`src/rtl/blit_chain_pkg.sv`:
```
package blit_chain_pkg;
  typedef enum logic [2:0] {
    BE_NONE   = 3'd0,
    BE_ZERO   = 3'd1,
    BE_SIZE   = 3'd2,
    BE_STRIDE = 3'd3,
    BE_GAP    = 3'd4,
    BE_ALIGN  = 3'd5
  } blit_err_e;

  typedef enum logic [2:0] {
    ST_IDLE, ST_CHECK, ST_GEN, ST_WRITE, ST_DONE
  } blit_state_e;

  localparam int unsigned WORDS_PER_DESC = 4;
  localparam logic [31:0] END_OF_CHAIN   = 32'h0000_0002;
endpackage

```
`src/rtl/blit_req_check.sv`:
```
module blit_req_check
  import blit_chain_pkg::*;
#(
  parameter int unsigned AW        = 32,
  parameter int unsigned CW        = 16,
  parameter int unsigned PAGE_W    = 12,
  parameter int unsigned MAX_LINES = 2048,
  parameter int unsigned MAX_BYTES = 32'h0100_0000
) (
  input  logic [AW-1:0] mem_addr_i,
  input  logic [AW-1:0] fb_addr_i,
  input  logic [AW-1:0] len_i,
  input  logic [CW-1:0] cnt_i,
  input  logic [AW-1:0] mstride_i,
  input  logic [AW-1:0] fstride_i,
  output blit_err_e     err_o,
  output logic [AW-1:0] eff_len_o,
  output logic [CW-1:0] eff_cnt_o
);
  localparam int unsigned PW = AW + CW;

  logic          collapse;
  logic [PW-1:0] prod;
  logic [AW-1:0] fs_mag;
  logic [AW-1:0] gap;
  logic          multi;

  always_comb begin
    collapse  = (mstride_i == len_i) && (fstride_i == len_i);
    prod      = PW'(cnt_i) * PW'(mstride_i);
    eff_len_o = collapse ? AW'(prod) : len_i;
    eff_cnt_o = collapse ? CW'(1) : cnt_i;
    fs_mag    = fstride_i[AW-1] ? (~fstride_i + AW'(1)) : fstride_i;
    gap       = mstride_i - len_i;
    multi     = eff_cnt_o > CW'(1);

    if (cnt_i == '0 || len_i == '0)
      err_o = BE_ZERO;
    else if (PW'(eff_cnt_o) > PW'(MAX_LINES) || prod > PW'(MAX_BYTES))
      err_o = BE_SIZE;
    else if (mstride_i < len_i || fs_mag < len_i)
      err_o = BE_STRIDE;
    else if (gap >= AW'(1 << PAGE_W))
      err_o = BE_GAP;
    else if (mem_addr_i[3:0] != 4'd0 || fb_addr_i[1:0] != 2'd0 ||
             (multi && (mstride_i[3:0] != 4'd0 || fstride_i[1:0] != 2'd0)))
      err_o = BE_ALIGN;
    else
      err_o = BE_NONE;
  end
endmodule

```
`src/rtl/blit_seg_calc.sv`:
```
module blit_seg_calc #(
  parameter int unsigned AW     = 32,
  parameter int unsigned PAGE_W = 12
) (
  input  logic [AW-1:0] cur_mem_i,
  input  logic [AW-1:0] rem_i,
  output logic [AW-1:0] seg_o
);
  logic [PAGE_W:0] room;

  always_comb begin
    room  = (PAGE_W+1)'(1 << PAGE_W) - {1'b0, cur_mem_i[PAGE_W-1:0]};
    seg_o = (rem_i < AW'(room)) ? rem_i : AW'(room);
  end
endmodule

```
`src/rtl/blit_chain_builder.sv`:
```
module blit_chain_builder
  import blit_chain_pkg::*;
#(
  parameter int unsigned AW        = 32,
  parameter int unsigned CW        = 16,
  parameter int unsigned DCW       = 16,
  parameter int unsigned PAGE_W    = 12,
  parameter int unsigned MAX_LINES = 2048,
  parameter int unsigned MAX_BYTES = 32'h0100_0000
) (
  input  logic           clk_i,
  input  logic           rst_ni,
  input  logic           start_i,
  input  logic [AW-1:0]  desc_base_i,
  input  logic [AW-1:0]  mem_addr_i,
  input  logic [AW-1:0]  fb_addr_i,
  input  logic [AW-1:0]  line_len_i,
  input  logic [CW-1:0]  line_cnt_i,
  input  logic [AW-1:0]  mem_stride_i,
  input  logic [AW-1:0]  fb_stride_i,
  output logic           busy_o,
  output logic           wr_en_o,
  output logic [AW-1:0]  wr_addr_o,
  output logic [AW-1:0]  wr_data_o,
  output logic           done_o,
  output logic           err_o,
  output logic [2:0]     err_code_o,
  output logic [DCW-1:0] desc_cnt_o,
  output logic [AW-1:0]  head_o
);
  localparam int unsigned WW = $clog2(WORDS_PER_DESC);

  blit_state_e   state_q;
  logic [AW-1:0] base_q, mem_q, fb_q, len_q, ms_q, fs_q;
  logic [CW-1:0] cnt_q, lines_q, line_idx_q;
  logic [AW-1:0] line_mem_q, line_fb_q, cur_mem_q, cur_fb_q, rem_q, seg_q;
  logic [AW-1:0] prev_ptr_q, head_q;
  logic [DCW-1:0] desc_idx_q, dcnt_q;
  logic [WW-1:0] word_q;
  logic          err_q;
  logic [2:0]    code_q;

  blit_err_e     chk_err;
  logic [AW-1:0] eff_len, seg, desc_addr;
  logic [CW-1:0] eff_cnt;

  blit_req_check #(
    .AW(AW), .CW(CW), .PAGE_W(PAGE_W), .MAX_LINES(MAX_LINES), .MAX_BYTES(MAX_BYTES)
  ) u_check (
    .mem_addr_i(mem_q), .fb_addr_i(fb_q), .len_i(len_q), .cnt_i(cnt_q),
    .mstride_i(ms_q), .fstride_i(fs_q),
    .err_o(chk_err), .eff_len_o(eff_len), .eff_cnt_o(eff_cnt)
  );

  blit_seg_calc #(.AW(AW), .PAGE_W(PAGE_W)) u_seg (
    .cur_mem_i(cur_mem_q), .rem_i(rem_q), .seg_o(seg)
  );

  assign desc_addr = base_q + AW'({desc_idx_q, 4'b0000});

  always_ff @(posedge clk_i or negedge rst_ni) begin
    if (!rst_ni) begin
      state_q    <= ST_IDLE;
      base_q     <= '0; mem_q <= '0; fb_q <= '0; len_q <= '0;
      ms_q       <= '0; fs_q <= '0; cnt_q <= '0; lines_q <= '0;
      line_idx_q <= '0; line_mem_q <= '0; line_fb_q <= '0;
      cur_mem_q  <= '0; cur_fb_q <= '0; rem_q <= '0; seg_q <= '0;
      prev_ptr_q <= END_OF_CHAIN; head_q <= '0;
      desc_idx_q <= '0; dcnt_q <= '0; word_q <= '0;
      err_q      <= 1'b0; code_q <= '0;
    end else begin
      unique case (state_q)
        ST_IDLE: if (start_i) begin
          base_q  <= {desc_base_i[AW-1:4], 4'b0000};
          mem_q   <= mem_addr_i;
          fb_q    <= fb_addr_i;
          len_q   <= line_len_i;
          cnt_q   <= line_cnt_i;
          ms_q    <= mem_stride_i;
          fs_q    <= fb_stride_i;
          err_q   <= 1'b0;
          code_q  <= '0;
          state_q <= ST_CHECK;
        end
        ST_CHECK: begin
          if (chk_err != BE_NONE) begin
            err_q   <= 1'b1;
            code_q  <= chk_err;
            dcnt_q  <= '0;
            head_q  <= '0;
            state_q <= ST_DONE;
          end else begin
            len_q      <= eff_len;
            lines_q    <= eff_cnt;
            line_mem_q <= mem_q;
            cur_mem_q  <= mem_q;
            line_fb_q  <= fb_q;
            cur_fb_q   <= fb_q;
            rem_q      <= eff_len;
            line_idx_q <= '0;
            desc_idx_q <= '0;
            prev_ptr_q <= END_OF_CHAIN;
            state_q    <= ST_GEN;
          end
        end
        ST_GEN: begin
          seg_q   <= seg;
          word_q  <= '0;
          state_q <= ST_WRITE;
        end
        ST_WRITE: begin
          word_q <= word_q + 1'b1;
          if (word_q == WW'(WORDS_PER_DESC - 1)) begin
            prev_ptr_q <= desc_addr;
            desc_idx_q <= desc_idx_q + 1'b1;
            state_q    <= ST_GEN;
            if (rem_q == seg_q) begin
              // line finished: step to next line or close the chain
              if (line_idx_q == lines_q - 1'b1) begin
                head_q  <= desc_addr;
                dcnt_q  <= desc_idx_q + 1'b1;
                state_q <= ST_DONE;
              end else begin
                line_idx_q <= line_idx_q + 1'b1;
                line_mem_q <= line_mem_q + ms_q;
                line_fb_q  <= line_fb_q + fs_q;
                cur_mem_q  <= line_mem_q + ms_q;
                cur_fb_q   <= line_fb_q + fs_q;
                rem_q      <= len_q;
              end
            end else begin
              cur_mem_q <= cur_mem_q + seg_q;
              cur_fb_q  <= cur_fb_q + seg_q;
              rem_q     <= rem_q - seg_q;
            end
          end
        end
        ST_DONE: state_q <= ST_IDLE;
        default: state_q <= ST_IDLE;
      endcase
    end
  end

  always_comb begin
    unique case (word_q)
      2'd0:    wr_data_o = cur_mem_q;
      2'd1:    wr_data_o = cur_fb_q;
      2'd2:    wr_data_o = seg_q;
      default: wr_data_o = prev_ptr_q;
    endcase
  end

  assign wr_en_o    = (state_q == ST_WRITE);
  assign wr_addr_o  = desc_addr + AW'({word_q, 2'b00});
  assign busy_o     = (state_q != ST_IDLE);
  assign done_o     = (state_q == ST_DONE) && !err_q;
  assign err_o      = (state_q == ST_DONE) && err_q;
  assign err_code_o = code_q;
  assign desc_cnt_o = dcnt_q;
  assign head_o     = head_q;
endmodule

```
`config.mk`:
```
export PLATFORM = sky130hd
export DESIGN_NAME = blit_chain_builder
export DESIGN_NICKNAME = d
export VERILOG_FILES = /design/src/rtl/blit_chain_pkg.sv /design/src/rtl/blit_req_check.sv /design/src/rtl/blit_seg_calc.sv /design/src/rtl/blit_chain_builder.sv
export SDC_FILE = /design/constraint.sdc
export NUM_CORES = 2
export LEC_CHECK = 0
export CAP_MARGIN = 5
export CORE_AREA = 3 3 318 320
export DETAILED_ROUTE_END_ITERATION = 12
export DIE_AREA = 0 0 321 323
export PLACE_DENSITY_LB_ADDON = 0.08
export RECOVER_POWER = 50
export REMOVE_ABC_BUFFERS = 1
export SYNTH_ARGS = -nofsm -noshare
export SYNTH_HDL_FRONTEND = slang
export SYNTH_SLANG_ARGS = --single-unit
```
`constraint.sdc`:
```
create_clock -name clk_i -period 10.19 [get_ports clk_i]
set_clock_uncertainty 0.05 [all_clocks]
set_input_delay 2.038 -clock clk_i [delete_from_list [all_inputs] [get_ports clk_i]]
set_output_delay 2.038 -clock clk_i [all_outputs]
set_load 0.02 [all_outputs]
```
**Word-level counts from Yosys, hierarchy flattened**

Index checks and enable logic that the tools add are counted.

- Bitwise operators: 2
- $add $sub $neg: 14
- Magnitude comparators: 7
- Reduce and logical (&&, ||, !) cells: 33
- Multiply operators: 1
- Equal/unequal tests: 19
- Multiplexer cells: 66

Operator list:

| kind | number |
|---|---|
| 2-to-1 mux 32 bit | 26 |
| one-hot mux 32 bit (2 select lines) | 8 |
| 2-to-1 mux 16 bit | 10 |
| adder 32 bit | 4 |
| equality test 32 bit | 3 |
| one-hot mux 16 bit (2 select lines) | 3 |
| one-hot mux 32 bit (3 select lines) | 1 |
| less-than comparator 32 bit | 2 |
| subtractor 32 bit | 2 |
| > comparator 48 x 25 -> 1 bit, second input constant | 1 |
| multiplier 16 x 32 -> 48 bit | 1 |
| 2-to-1 mux 3 bit | 12 |
| adder 16 x 1 -> 16 bit, second input constant | 2 |
| adder 32 x 1 -> 32 bit, second input constant | 1 |
| adder 32 x 20 -> 32 bit | 1 |
| adder 32 x 4 -> 32 bit | 1 |
| greater-or-equal comparator 32 x 13 -> 1 bit, second input constant | 1 |
| zero test 32 bit | 1 |
| less-than comparator 32 x 13 -> 1 bit | 1 |
| NOT 32 bit | 1 |
| equality test 16 bit | 1 |
| > comparator 16 x 1 -> 1 bit, second input constant | 1 |
| > comparator 16 x 12 -> 1 bit, second input constant | 1 |
| zero test 16 bit | 1 |
| 29 further kinds | 56 |

- Input bits: 211
- Word-level logic and storage cells: 165
- Register bits after elaboration: 533
- Output and inout bits: 119

**Depth between registers and ports, before layout**

- Depth in word-level cells: 14
- Depth in mapped cells: 33
- Mapped depth without buffers: 26

**Cells and area by module**

From an unflattened synthesis, not the netlist that was laid out.

- Cell total of the unflattened synthesis: 6304
- Area, all modules: 54156.9 um^2

Modules (own cells, without submodules):

| module | sequential area each (um^2) | instances | area an instance (um^2) | cells each |
|---|---|---|---|---|
| blit_chain_builder | 13163.9 | 1 | 32341.0 | 3566 |
| blit_req_check | 0.0 | 1 | 20975.1 | 2624 |
| blit_seg_calc | 0.0 | 1 | 840.8 | 114 |

**Worst setup path after synthesis**

OpenSTA, ideal clock, no wires.

- Path type: register to register
- Start: reg ms_q[22]
- End: reg cur_mem_q[10]
- Arrival: 7.857 ns
- Data required time: 10.015 ns
- Buffers on the path: 7
- Slack: 2.158 ns
- Cell stages (with the launch flop): 33
- Library setup time: 0.125 ns
- Clock period less this slack: 8.032 ns
- Cell sequence: dfrtp_1 clkbuf_1 clkbuf_1 nand2_1 fa_1 inv_1 fa_1 inv_1 fa_1 inv_1 fa_1 fa_1 inv_1 fa_1 inv_1 ha_1 clkbuf_1 and4_1 and2_1 o211a_1 or3_1 or2_1 clkbuf_1 o311a_1 a2111oi_0 nand4_1 nor4_2 and3_1 buf_4 o21ai_2 buf_6 buf_6 mux2_4

- Longest elaborated chain between the ends: 14
- Elaborated cells between the ends (all ways): 22
- Classes of those cells: add/sub (1); mul (1); order compare (5); eq/ne (2); mux (6); reduce/logical (7)

RTL lines:

| item | line | text |
|---|---|---|
| start: declaration | blit_chain_builder.sv:34 | `logic [AW-1:0] base_q, mem_q, fb_q, len_q, ms_q, fs_q;` |
| start signal: assignment | blit_chain_builder.sv:79 | `ms_q <= mem_stride_i;` |
| branches (longest 9 deep; another with multiplier 16 x 32 -> 48 bit) | - |  |
| 2-to-1 mux 3 bit (*) | blit_req_check.sv:39 | `else if (PW'(eff_cnt_o) > PW'(MAX_LINES) \|\| prod > PW'(MAX_BYTES))` |
| 2-to-1 mux 3 bit (*) | blit_req_check.sv:37 | `if (cnt_i == '0 \|\| len_i == '0)` |
| nonzero test 3 bit (*) | blit_chain_builder.sv:86 | `if (chk_err != BE_NONE) begin` |
| inequality test 2 bit (no line) (*) | - |  |
| AND reduction 4 bit (no line) (*) | - |  |
| end signal: assignment | blit_chain_builder.sv:96 | `cur_mem_q <= mem_q;` |
| end signal: assignment | blit_chain_builder.sv:127 | `cur_mem_q <= line_mem_q + ms_q;` |
| end signal: assignment | blit_chain_builder.sv:132 | `cur_mem_q <= cur_mem_q + seg_q;` |
| end: declaration | blit_chain_builder.sv:36 | `logic [AW-1:0] line_mem_q, line_fb_q, cur_mem_q, cur_fb_q, rem_q, seg_q;` |

Every way passes the cells marked *.
A chain may end at the register's enable or synchronous reset.

**Final worst setup path**

- Start: reg cnt_q[5]
- End: reg len_q[8]

- Longest elaborated chain between the ends: 12
- Elaborated cells between the ends (all ways): 21
- Classes of those cells: mul (1); order compare (3); eq/ne (1); mux (9); reduce/logical (7)

RTL lines:

| item | line | text |
|---|---|---|
| start: declaration | blit_chain_builder.sv:35 | `logic [CW-1:0] cnt_q, lines_q, line_idx_q;` |
| start signal: assignment | blit_chain_builder.sv:78 | `cnt_q <= line_cnt_i;` |
| branches (longest 12 deep; another with multiplier 16 x 32 -> 48 bit) | - |  |
| end signal: assignment | blit_chain_builder.sv:77 | `len_q <= line_len_i;` |
| end signal: assignment | blit_chain_builder.sv:93 | `len_q <= eff_len;` |
| end: declaration | blit_chain_builder.sv:34 |  |

Several ways; the timed one is not identified. The select of a mux whose other input is x is not followed.

==> impl_metrics.env <==
export IMPL_endpoint_kind="flop"
export IMPL_cts_hold_buffers=0
export IMPL_start_kind="flop"
export IMPL_first_global_vias=47400
export IMPL_antenna_found_initial=3
export IMPL_coreArea_um2=98400
export IMPL_nNetsFinal=7592
export IMPL_grt_use_total=0.348
export IMPL_drt_iter0_markers=4092
export IMPL_cts_path_max_buffers=3
export IMPL_arrival_ns=9.94
export IMPL_max_freq_ghz=0.105
export IMPL_ant_nets=0
export IMPL_worstSkewPairLatency_ns=0.65
export IMPL_path_class="reg2reg"
export IMPL_clk_pin_slew_ns=0.07
export IMPL_dieWidth_um=321
export IMPL_reg2reg_slack_ns=0.67
export IMPL_post_place_ws_ns=0.771
export IMPL_cp_slowest_stage_delay_ns=0.67
export IMPL_grt_overflow_total=0
export IMPL_violations="capacitance limit, slew limit"
export IMPL_finalSetupViolations=0
export IMPL_rsz0062_at_grt="false"
export IMPL_r2r_start="cnt_q[5]$_DFFE_PN0P_"
export IMPL_ios=330
export IMPL_cts_setup_buffers=0
export IMPL_grt_max_degree=142
export IMPL_ctsResizeCount=0
export IMPL_ff2ff_path_depth=26
export IMPL_crit_path_top_delay_cell="dfrtp_1"
export IMPL_hp_class="reg2reg"
export IMPL_drc=0
export IMPL_crit_path_max_fanout=18
export IMPL_drv_slew=607
export IMPL_routed_via_density=5.97
export IMPL_stdcell_area_um2=60600
export IMPL_num_rows=115
export IMPL_cpMostUsedCell="fa_1"
export IMPL_cts_sinks=526
export IMPL_final_setup_worst_slack_ns=0.666
export IMPL_period_share=0.935
export IMPL_maxCapViolCount=8
export IMPL_post_dp_hpwl_um=143000
export IMPL_start_util=0.550
export IMPL_finalHoldWorstSlack_ns=0.424
export IMPL_yosys_warnings=0
export IMPL_worst_slew_pin_slew_ns=4.80
export IMPL_placed_cell_area_um2=58800
export IMPL_fin_crit_ns=9.52
export IMPL_ys_seq_area_frac=0.243
export IMPL_cts_tree="done"
export IMPL_worstSetupEndpoint="len_q[8]$_DFFE_PN0P_"
export IMPL_ys_types=88
export IMPL_synth_ff_type="dfrtp_1"
export IMPL_synth_area_per_cell_um2=8.45
export IMPL_cts_made_buffers=56
export IMPL_grt_pass1_wl_um=278000
export IMPL_die_h_um=323
export IMPL_final_layout_size_suffix_gt1_frac=0.0697
export IMPL_root_buffer="clkbuf_16"
export IMPL_areaGrowthSynthToFinish_pct=11.9
export IMPL_status="complete, but fails checks"
export IMPL_synth_edf_count=0
export IMPL_required_ns=10.61
export IMPL_report_final_hold_viol_count=0
export IMPL_ys_ff_latch=526
export IMPL_num_vias=47300
export IMPL_relSlewSlack=-2.20
export IMPL_htree_levels=2
export IMPL_syn_area_um2=54100
export IMPL_drt_first_pass_iters=8
export IMPL_r2r_end="len_q[8]$_DFFE_PN0P_"
export IMPL_netlist_instances=6406
export IMPL_port_buffers=319
export IMPL_synthArstFlopShare=1.00
export IMPL_wl_per_cell_um=22.8
export IMPL_routabilityCongestion=0.962
export IMPL_drt_total_wl_um=181000
export IMPL_critPathLaunch="cnt_q[5]$_DFFE_PN0P_"
export IMPL_dieArea_um2=104000
metal layers:
layer | track usage | share of wire | vias to the layer above
met2 | 0.572 | 0.46 | 1706
met3 | 0.0390 | 0.064 | 368
met4 | 0.173 | 0.058 | 0
met1 | 0.460 | 0.41 | 23300
li1 | - | - | 21900
met5 | 0 | 0 | -
cell families after synthesis:
logic type      after synthesis  share of synthesized area
compound gates             1271                      0.152
flops                       526                      0.243
mux                         272                     0.0558
simple gates               2235                      0.187
xor+xnor                    284                     0.0459
other cells                   1                  0.0000693
fa+ha+maj                   801                      0.244
buf+inv                    1016                     0.0722
how the worst min path moves through the flow:
stage                     startpoint               endpoint  cells after the start
2_1_floorplan  mem_q[30]$_DFFE_PN0P_  mem_q[30]$_DFFE_PN0P_                      2
3_3_place_gp   mem_q[31]$_DFFE_PN0P_  mem_q[31]$_DFFE_PN0P_                      2
3_5_place_dp    mem_q[5]$_DFFE_PN0P_   mem_q[5]$_DFFE_PN0P_                      2
4_1_cts         mem_q[5]$_DFFE_PN0P_   mem_q[5]$_DFFE_PN0P_                      2
5_1_grt         mem_q[9]$_DFFE_PN0P_   mem_q[9]$_DFFE_PN0P_                      2
6_report        fb_q[25]$_DFFE_PN0P_   fb_q[25]$_DFFE_PN0P_                      2
worst max-delay path: cells and delay by family, from the launching register on:
family	cells	cell delay (ns)
simple gates	10	3.70
fa+ha+maj	7	3.47
buf+inv	6	0.71
flops	1	0.67
compound gates	2	0.47
xor+xnor	1	0.21
area by class of cell:
| type | count | area, um2 |
|---|---|---|
| Timing Repair Buffer | 456 | 4290 |
| Tap cell | 1287 | 1610 |
| Sequential cell | 526 | 13200 |
| Fill cell | 8886 | 37800 |
| Clock buffer | 78 | 1640 |
| Inverter | 671 | 2520 |
| Multi-Input combinational cell | 4869 | 37100 |
| Antenna cell | 4 | 10.0 |
| Clock inverter | 27 | 231 |
cell usage in the layout, fill, tap and decap left out, drive strengths merged, types with 113 or more instances in the layout:
cell type	n
a21o	113
and2	241
nor2	279
xnor2	188
nand2	1219
o21ai	402
buf	129
dfrtp	525
clkdlybuf4s50	273
ha	377
mux2	192
a21oi	263
inv	672
fa	424
cells in the mapped netlist, types with 176 or more instances:
cell type     n  area (um2)
nand2_1    1219        4580
inv_1       671        2520
dfrtp_1     525       13100
fa_1        424        8490
o21ai_0     397        1990
ha_1        377        4720
clkbuf_1    299        1120
nor2_1      279        1050
a21oi_1     262        1310
and2_1      241        1510
xnor2_1     188        1650
mux2_2      176        1980
per-stage QoR:
stage	cells	util	TNS [ns]
3_3_place_gp	7809	0.597	0
4_1_cts	7914	0.616	0
2_1_floorplan	6066	-	-18.53
6_report	7918	0.616	0
3_5_place_dp	7809	0.597	0
5_1_grt	7915	0.616	0
Power is left out: the tool's default activity adds up to more than one toggle a clock period on the data nets, which glitch-free logic cannot reach.
